File: config.mk
export PLATFORM = sky130hd
export DESIGN_NAME = iopm_span
export DESIGN_NICKNAME = d
export VERILOG_FILES = /design/src/rtl/iopm_pkg.sv /design/src/rtl/iopm_span.sv
export SDC_FILE = /design/constraint.sdc
export NUM_CORES = 1
export LEC_CHECK = 0
export BUFFER_PORTS_ARGS = -buffer_cell sky130_fd_sc_hd__buf_2
export CAP_MARGIN = 20
export CORE_UTILIZATION = 45
export DETAILED_ROUTE_END_ITERATION = 16
export PLACE_DENSITY = 0.8
export SLEW_MARGIN = 20
export SYNTH_ARGS = -nofsm -noshare
export SYNTH_HDL_FRONTEND = slang
export SYNTH_SLANG_ARGS = --single-unit
File: constraint.sdc
create_clock -name vclk -period 5.2
set_clock_uncertainty 0.2 [all_clocks]
set_input_delay 0.52 -clock vclk [all_inputs]
set_output_delay 0.52 -clock vclk [all_outputs]
set_load 0.02 [all_outputs]
File: src/rtl/iopm_pkg.sv
package iopm_pkg;

   typedef enum logic [1:0] {
      SZ_ONE  = 2'd0,
      SZ_TWO  = 2'd1,
      SZ_FOUR = 2'd2,
      SZ_RSVD = 2'd3
   } access_size_e;

   typedef enum logic [1:0] {
      ST_IDLE    = 2'd0,
      ST_FETCH   = 2'd1,
      ST_COLLECT = 2'd2,
      ST_RESP    = 2'd3
   } chk_state_e;

   // bit run covered by an access, right-aligned
   function automatic logic [3:0] run_mask(input logic [1:0] sz);
      case (sz)
         SZ_ONE:  run_mask = 4'b0001;
         SZ_TWO:  run_mask = 4'b0011;
         default: run_mask = 4'b1111;
      endcase
   endfunction

endpackage

File: src/rtl/iopm_span.sv
module iopm_span
   import iopm_pkg::*;
#(
   parameter int PORT_W = 16,
   parameter int OFF_W  = 16,
   parameter int ADDR_W = OFF_W + 1
) (
   input  logic [PORT_W-1:0]        port,
   input  logic [1:0]               size,
   input  logic [OFF_W-1:0]         map_base,
   input  logic [OFF_W-1:0]         map_limit,
   output logic [1:0][ADDR_W-1:0]   lane_addr,
   output logic [1:0][7:0]          lane_mask,
   output logic [1:0]               lane_inlim,
   output logic                     crosses
);
   localparam int LANES = 2;
   localparam int WIN_W = 8 * LANES;

   logic [ADDR_W-1:0] first_byte;
   logic [WIN_W-1:0]  window;

   // byte = base + n/8, position = n mod 8
   always_comb begin
      first_byte = ADDR_W'(map_base) + ADDR_W'(port >> 3);
      window     = WIN_W'(run_mask(size)) << port[2:0];
      crosses    = |window[WIN_W-1:8];
   end

   for (genvar g = 0; g < LANES; g++) begin : g_lane
      always_comb begin
         lane_addr[g]  = first_byte + ADDR_W'(g);
         lane_mask[g]  = window[8*g +: 8];
         // bytes past the limit are not readable
         lane_inlim[g] = (lane_addr[g] <= ADDR_W'(map_limit));
      end
   end
endmodule

==> results of run 1 <==
## placed cells by master, fill, tap and decap left out, types with 2 or more instances in the layout
| cell | count |
|---|---|
| buf_2 | 98 |
| ha_1 | 46 |
| inv_1 | 23 |
| a21oi_1 | 20 |
| xnor2_1 | 17 |
| nor2_1 | 16 |
| nand2_1 | 14 |
| buf_4 | 10 |
| a21o_1 | 9 |
| xor2_1 | 9 |
| nand3_1 | 9 |
| o21ai_0 | 7 |
| and3_1 | 6 |
| nor2b_1 | 6 |
| o21ai_1 | 5 |
| nand4_1 | 5 |
| conb_1 | 5 |
| nor3_1 | 4 |
| nand2b_1 | 3 |
| a211oi_1 | 2 |
| o21bai_1 | 2 |
| or2_1 | 2 |
| a2111oi_0 | 2 |
| and3_4 | 2 |
| and2_1 | 2 |
| a211o_1 | 2 |
| o21a_1 | 2 |
| a21oi_2 | 2 |
## how the worst max path moves through the flow
stage / endpoint / cells after the start / slack (ps) / start
final: lane_inlim[1] / 18 / 200 / port[3]
after global routing: lane_inlim[1] / 18 / 4 / port[3]
after CTS: lane_inlim[1] / 18 / 100 / port[3]
after detailed placement: lane_inlim[1] / 18 / 120 / port[3]
after global placement: lane_inlim[1] / 18 / 220 / port[3]
after floorplan: lane_inlim[1] / 16 / 140 / port[3]
## where the power goes
part | internal [uW] | leakage, uW | switching (uW)
registers | 0 | 0 | 0
logic | 210 | 0.00142 | 304
clock network | 0 | 0 | 0
## stage by stage
| stage | total power (uW) | instances | area (sq um) |
|---|---|---|---|
| 3_3_place_gp | 494 | 408 | 2500 |
| 2_1_floorplan | 344 | 259 | 1930 |
| 6_report | 514 | 408 | 2540 |
| 3_5_place_dp | 504 | 408 | 2500 |
| 4_1_cts | 507 | 408 | 2500 |
| 5_1_grt | 565 | 408 | 2540 |
## cell type report
class                           instances  area [sq um]
Fill cell                             374          1490
Multi-Input combinational cell        226          1820
Inverter                               24          90.1
Timing Repair Buffer                  108           566
Tap cell                               50          62.6
## kinds of logic (layout without fill, tap and decap cells)
kind of cell / count (synthesis) / in the layout / share of synthesized area
compound gates: 67 / 67 / 0.247
simple gates: 78 / 78 / 0.222
mux: 2 / 2 / 0.0131
buf+inv: 33 / 132 / 0.0765
fa+ha+maj: 47 / 47 / 0.311
xor+xnor: 27 / 27 / 0.128
other cells: 1 / 5 / 0.00196
## repair_timing
| item | 4_1_cts | 5_1_grt |
|---|---|---|
| setup endpoints to repair | 0 | 1 |
| hold endpoints to repair | 0 | 0 |
| gates resized for setup | 0 | 8 |
## per-layer routing
layer  wire, microns  share of wire  vias to the layer above
li1                -              -                     1131
met1            2260           0.44                      990
met2            2740           0.53                       50
met3             152          0.029                        4
met4              38         0.0073                        0
met5               0              0                        -
==> impl_metrics.ini, run 1 <==
[drt]
wirelength_microns = 5190
detail-route-antenna-nets = 0
remaining_drc_errors = 0
drtIter0Drc = 48
vias = 2175
viasPerCell = 5.33
drt_pass1_iterations = 4
wire_per_inst_microns = 12.7

[sta]
slew_headroom = 0.658
post-route-period-util = 0.961
fin_tns_setup_ps = 0
finalMaxSlewViolations = 0
setup_violations = 0
fmax_mhz = 200
grt_setup_unrepaired = no
worstMarginPinSlew_ps = 501
timing.hold.ws_ps = 1200
hold_viol_final = 0
setup_ws_ps = 202
min_period_ps = 5000

[floorplan]
dieArea_sq_um = 4520
start_util = 0.475
die_x_microns = 67.2
core-area_sq_um = 4030
die_h_microns = 67.2
rows = 23
io_pins = 103

[yosys]
synthTopCellsByArea = ha_1, xnor2_1, a21oi_1, inv_1, xor2_1
yosys.area.top_type = ha_1
yosysMostFrequentCell = ha_1
ys_seq_area_frac = 0
synth_warnings = 0
synth.top_cell.area_share = 0.301
syn_inst = 255
synth_area_sq_um = 1910
syn_area_per_cell_sq_um = 7.50
synth_common_cells = ha_1, inv_1, a21oi_1
ys_types = 53

[global_routing]
use_met2 = 0.438
grt_use_met1 = 0.275
use_met3 = 0.00676
globalRoute.totalOverflow = 0
grt_first_pass_wirelength_microns = 8160
grt_pass1_vias = 1954
antenna_found_initial = 0
grt_start_max_net_pins = 15
grt_usage = 0.223
busiest_layer = met2

[layout]
diodes = 0
nFlopsAndLatches = 0
n_clock_buffer = 0
layout-drive-gt1-share = 0.358
post-route-util = 0.631
syn_to_final_growth_pct = 32.9
final_net_count = 457
seq_area_sq_um = 0

[setup_path]
cp_slowest_stage_delay_ps = 530
crit_fanout = 4
crit_path_top_delay_cell = or4_1
cp-end-kind = output pin
cp_top_family = compound AO/OA/AOI/OAI gates
critical_path_class = in -> out
cp-start-kind = primary input
worstPathRequired_ps = 4480
arrival_ps = 4280
critPathBufInv = 2
crit_chain = buf_2, ha_1, fa_1, a21o_1, a22oi_2, mux2_4, a211oi_4, and3_1, and2_4, nand4_4, xnor2_1, ha_1, or4_1, a21oi_1, o221ai_1, a21oi_1, o31a_1, buf_2

[run_status]
status = complete, no violations

[placed_design]
globalplace.congestion = 0.855
dp_hpwl_microns = 4590
post-place-ws_ps = 116
port-buffer-count = 98

[min_path]
min_to = lane_mask[0]
hold_class = in -> out
worstHoldStart = port[0]
holdPathStages = 3

[pwr]
leakagePower_uw = 0.00142
ir_drop_mv = 0.0860
power.density_nw_per_um2 = 202

[clock_tree]
holdBufCountCts = 0
cts_setup_buffers = 0

[job]
cap_viol_max_count = 0
Power figures use the tool's default switching activity.
==> run 2: changes to the inputs <==
--- a/config.mk
+++ b/config.mk
@@ -5,11 +5,12 @@
 export SDC_FILE = /design/constraint.sdc
 export NUM_CORES = 1
 export LEC_CHECK = 0
+export ABC_AREA = 1
 export BUFFER_PORTS_ARGS = -buffer_cell sky130_fd_sc_hd__buf_2
 export CAP_MARGIN = 20
 export CORE_UTILIZATION = 45
 export DETAILED_ROUTE_END_ITERATION = 16
-export PLACE_DENSITY = 0.8
+export PLACE_DENSITY = 0.75
 export SLEW_MARGIN = 20
 export SYNTH_ARGS = -nofsm -noshare
 export SYNTH_HDL_FRONTEND = slang
==> run 2 against run 1 <==
Effect of this change:
- final area grew 21%
- via count grew 40%
- non-clock buffer count shrank 10
- sequential share of layout area is the same
- first-iteration DRC count grew 73%
- critical path type unchanged
- critical endpoint unchanged
- largest cell class unchanged
- largest power group unchanged
- highest routed layer unchanged
==> impl_metrics.ini, run 2 <==
[run_status]
status = complete, no violations

[pwr]
leakagePower_uw = 0.00196
power.density_nw_per_um2 = 161
pwr-share-seq = 0
p_clk_frac = 0
ir_drop_mv = 0.0771
combPwrFrac = 1.000
internal_power_uw = 171
swShare = 0.656
p_switching_uw = 325

[global_routing]
globalRoute.totalOverflow = 0
grt_first_pass_wirelength_microns = 11600
grt_start_max_net_pins = 9
grt_usage = 0.230
antenna_found_initial = 0
grt_pass1_vias = 2715

[drt]
detail-route-antenna-nets = 0
viasPerCell = 4.87
wire_per_inst_microns = 10.9
remaining_drc_errors = 0
drt_pass1_iterations = 4
vias = 3036
wirelength_microns = 6770
drtIter0Drc = 83

[floorplan]
io_pins = 103
core-area_sq_um = 5240
die_h_microns = 76.8
dieArea_sq_um = 5890
die_x_microns = 76.8
rows = 26
start_util = 0.480

[yosys]
synth_top_family_by_area = simple AND/OR/NAND/NOR gates
ys_types = 33
synthTopCellsByArea = ha_1, nand2_1, inv_1, nand3_1, nor2_1
synth_mux_area_frac = 0
yosys.area.top_type = ha_1
synthAdderAreaFrac = 0.237
synth_xor_area_frac = 0.0209
yosysMostFrequentCell = nand2_1
synthSimpleGateAreaFrac = 0.507
ys_seq_area_frac = 0
syn_area_per_cell_sq_um = 5.52
synth_common_cells = nand2_1, inv_1, ha_1
synth_compound_area_frac = 0.0781
synth_area_sq_um = 2510
synth.top_cell.area_share = 0.229
syn_inst = 456
synth_warnings = 0

[placed_design]
place_area_sq_um = 3070
port-buffer-count = 98
dp_hpwl_microns = 6180
globalplace.congestion = 0.917
dp.cells = 623

[layout]
nFillCells = 550
instances_no_fill = 623
final_cell_mix = nand2_1, buf_2, inv_1
nFlopsAndLatches = 0
syn_to_final_growth_pct = 22.1
n_clock_buffer = 0
layout-drive-gt1-share = 0.244
seq_area_sq_um = 0
diodes = 0
final_common_cell = nand2_1
fin_area_sq_um = 3070
final_net_count = 652

[setup_path]
crit_fanout = 4
cp-start-kind = primary input
crit_chain = buf_2, ha_1, fa_1, ha_1, inv_1, nor2_2, nand3_2, nor2_4, nand3_2, nor2_4, xor2_1, ha_1, a21oi_1, nor2_1, a211oi_1, nand2_1, nand2_1, nand2_1, nand2_1, a21boi_0, nor2_1, buf_2
cp-end-kind = output pin
cp_slowest_stage_delay_ps = 580
arrival_ps = 3820
critical_path_class = in -> out
worstPathRequired_ps = 4480
cpMostUsedCell = nand2_1
crit_path_top_delay_cell = fa_1

[clock_tree]
holdBufCountCts = 0
ctsResizeCount = 0
cts_setup_buffers = 0

[min_path]
hold_class = in -> out

[sta]
fin_tns_setup_ps = 0
setup_violations = 0
grt_setup_unrepaired = no
post-route-period-util = 0.872
min_period_ps = 4540
fmax_mhz = 220
hold_viol_final = 0
finalMaxSlewViolations = 0

[job]
cap_viol_max_count = 0
[run 2: changes by cell type in the layout (fill, tap and decap cells not counted), sizes merged, moves of 10 or more]
| cell | delta |
|---|---|
| buf | -10 |
| nand3 | +30 |
| inv | +70 |
| a21o | -10 |
| xnor2 | -13 |
| nor2 | +30 |
| nand2 | +143 |
[run 2: through the flow]
step | power (uW) | setup WS (ps) | utilization | hold WS [ps]
floorplan | 359 | 576 | - | 920
global placement | 485 | 872 | 0.586 | 1180
detailed placement | 494 | 709 | 0.586 | 1180
CTS | 496 | 705 | 0.586 | 1180
global route | 558 | 392 | 0.586 | 1210
finish | 496 | 664 | 0.586 | 1190
[run 2: power groups by stage]
stage / logic [uW] / registers (uW) / clock network [uW]
finish: 496 / 0 / 0
global route: 558 / 0 / 0
CTS: 496 / 0 / 0
detailed placement: 494 / 0 / 0
global placement: 485 / 0 / 0
floorplan: 359 / 0 / 0
[run 2: cell type report]
type	instances	area, sq um	share of cell area
inverters	94	353	0.115
multi-input cells	361	2140	0.697
well taps	70	87.6	0.0285
repair buffers	98	490	0.160
[run 2: path summary, 6_finish.rpt]
kind	start	end	slack, ps	depth (start not counted)
worst max-delay path	port[3]	lane_inlim[1]	660	22
worst min-delay path	port[2]	lane_mask[3]	1190	3
[run 2: per-layer routing]
layer	wire length, microns	global-route usage	vias up	share of wire
li1	-	-	1639	-
met1	3260	0.298	1313	0.48
met2	3180	0.434	80	0.47
met3	275	0.00595	4	0.041
met4	57	0.0173	0	0.0084
met5	0	0	-	0
[run 2: critical path, delay by kind of cell]
kind	cells	cell delay, ps
fa+ha+maj	4	1300
simple gates	11	1060
compound gates	3	400
buf+inv	3	320
xor+xnor	1	220
[run 2: cell families after synthesis]
family,Yosys count
other cells,1
fa+ha+maj,47
compound gates,35
xor+xnor,6
simple gates,268
buf+inv,99
==> run 3: changes to the inputs <==
--- a/config.mk
+++ b/config.mk
@@ -8,10 +8,12 @@
 export ABC_AREA = 1
 export BUFFER_PORTS_ARGS = -buffer_cell sky130_fd_sc_hd__buf_2
 export CAP_MARGIN = 20
-export CORE_UTILIZATION = 45
+export CELL_PAD_IN_SITES_DETAIL_PLACEMENT = 1
+export CELL_PAD_IN_SITES_GLOBAL_PLACEMENT = 1
+export CORE_UTILIZATION = 36
 export DETAILED_ROUTE_END_ITERATION = 16
-export PLACE_DENSITY = 0.75
-export SLEW_MARGIN = 20
+export PLACE_DENSITY_LB_ADDON = 0.1
+export SLEW_MARGIN = 10
 export SYNTH_ARGS = -nofsm -noshare
 export SYNTH_HDL_FRONTEND = slang
 export SYNTH_SLANG_ARGS = --single-unit
==> constraint.sdc (replaced) <==
create_clock -name vclk -period 5.6
set_clock_uncertainty 0.2 [all_clocks]
set_input_delay 0.56 -clock vclk [all_inputs]
set_output_delay 0.56 -clock vclk [all_outputs]
set_load 0.02 [all_outputs]
==> run 3 against run 2 <==
Effect of this change:
- sequential share of layout area stayed put
- cell count is 1.6% higher
- flip-flop and latch count stayed put
- combinational power is 4.8% lower
==> impl_metrics.ini, run 3 (synthesized netlist as in run 2, its figures left out) <==
[global_routing]
grt_start_max_net_pins = 9
use_met2 = 0.449
antenna_found_initial = 0
grt_use_met1 = 0.286
globalRoute.totalOverflow = 0
grt_pass1_vias = 3146
busiest_layer = met2
grt_first_pass_wirelength_microns = 13900
grt_usage = 0.228
use_met3 = 0

[sta]
min_period_ps = 4600
hold_viol_final = 0
setup_violations = 0
finalMaxSlewViolations = 0
grt_setup_unrepaired = no
fmax_mhz = 218
post-route-period-util = 0.821
fin_tns_setup_ps = 0

[setup_path]
cp-start-kind = primary input
crit_fanout = 4
cp-end-kind = output pin
worstPathRequired_ps = 4840
critical_path_class = in -> out
arrival_ps = 3840

[layout]
syn_to_final_growth_pct = 22.6
nFlopsAndLatches = 0
n_clock_buffer = 0
seq_area_sq_um = 0
final_common_cell = nand2_1
final_net_count = 652
final_cell_mix = nand2_1, buf_2, inv_1
nFillCells = 1043
diodes = 0
layout-drive-gt1-share = 0.244

[drt]
wirelength_microns = 8120
drt_pass1_iterations = 4
detail-route-antenna-nets = 0
remaining_drc_errors = 0
wire_per_inst_microns = 12.8
viasPerCell = 4.97
vias = 3146
drtIter0Drc = 84

[pwr]
power.density_nw_per_um2 = 153
finalPower_uw = 472
p_switching_uw = 313
swShare = 0.662
internal_power_uw = 159
p_clk_frac = 0
leakagePower_uw = 0.00196
combPwrFrac = 1.000
ir_drop_mv = 0.0474
pwr-share-seq = 0

[placed_design]
port-buffer-count = 98
globalplace.congestion = 0.863
dp_hpwl_microns = 7600

[job]
cap_viol_max_count = 0

[floorplan]
die_h_microns = 85.6
dieArea_sq_um = 7320
io_pins = 103
rows = 30
core-area_sq_um = 6760
start_util = 0.372
die_x_microns = 85.6

[run_status]
status = complete, no violations

[min_path]
hold_class = in -> out

[clock_tree]
cts_setup_buffers = 0
ctsResizeCount = 0
holdBufCountCts = 0
## run 3: path summary, 6_finish.rpt
kind	from	endpoint	slack, ps	cells after the start
setup / recovery	port[3]	lane_inlim[1]	1000	22
hold / removal	port[2]	lane_mask[0]	1270	3
## run 3: area by class of cell
cell class         instances  area (sq um)  share of cell area
repair buffers            98           490               0.159
well taps                 80           100              0.0325
inverters                 94           353               0.114
multi-input cells        361          2140               0.694
## run 3: power by group through the flow
stage,Clock (uW),Combinational [uW],Sequential [uW]
final,0,472,0
after global routing,0,530,0
after CTS,0,477,0
after detailed placement,0,476,0
after global placement,0,458,0
after floorplan,0,333,0
## run 3: through the flow
stage,setup WS (ps),area (sq um),cells,util,hold WS [ps]
4_1_cts,992,3080,633,0.456,1270
6_report,1000,3080,633,0.456,1270
3_3_place_gp,1180,3080,633,0.456,1260
5_1_grt,652,3080,633,0.456,1290
3_5_place_dp,991,3080,633,0.456,1270
2_1_floorplan,896,2530,460,-,1000
## run 3: critical path, stage by stage
cell      delay (ps)
buf_2            100
ha_1             230
fa_1             560
ha_1             210
inv_1             60
nor2_2           130
nand3_2          110
nor2_4           150
nand3_2          130
nor2_4           150
xor2_1           200
ha_1             280
a21oi_1          170
nor2_1            70
a211oi_1         170
nand2_1           90
nand2_1           60
nand2_1           50
nand2_1           60
a21boi_0          70
nor2_1            80
buf_2            160
## run 3: per-layer routing
metal  routed length (microns)  up-vias
li1                          -     1633
met5                         0        -
met1                      3690     1439
met3                       217        8
met2                      4110       66
met4                        99        0
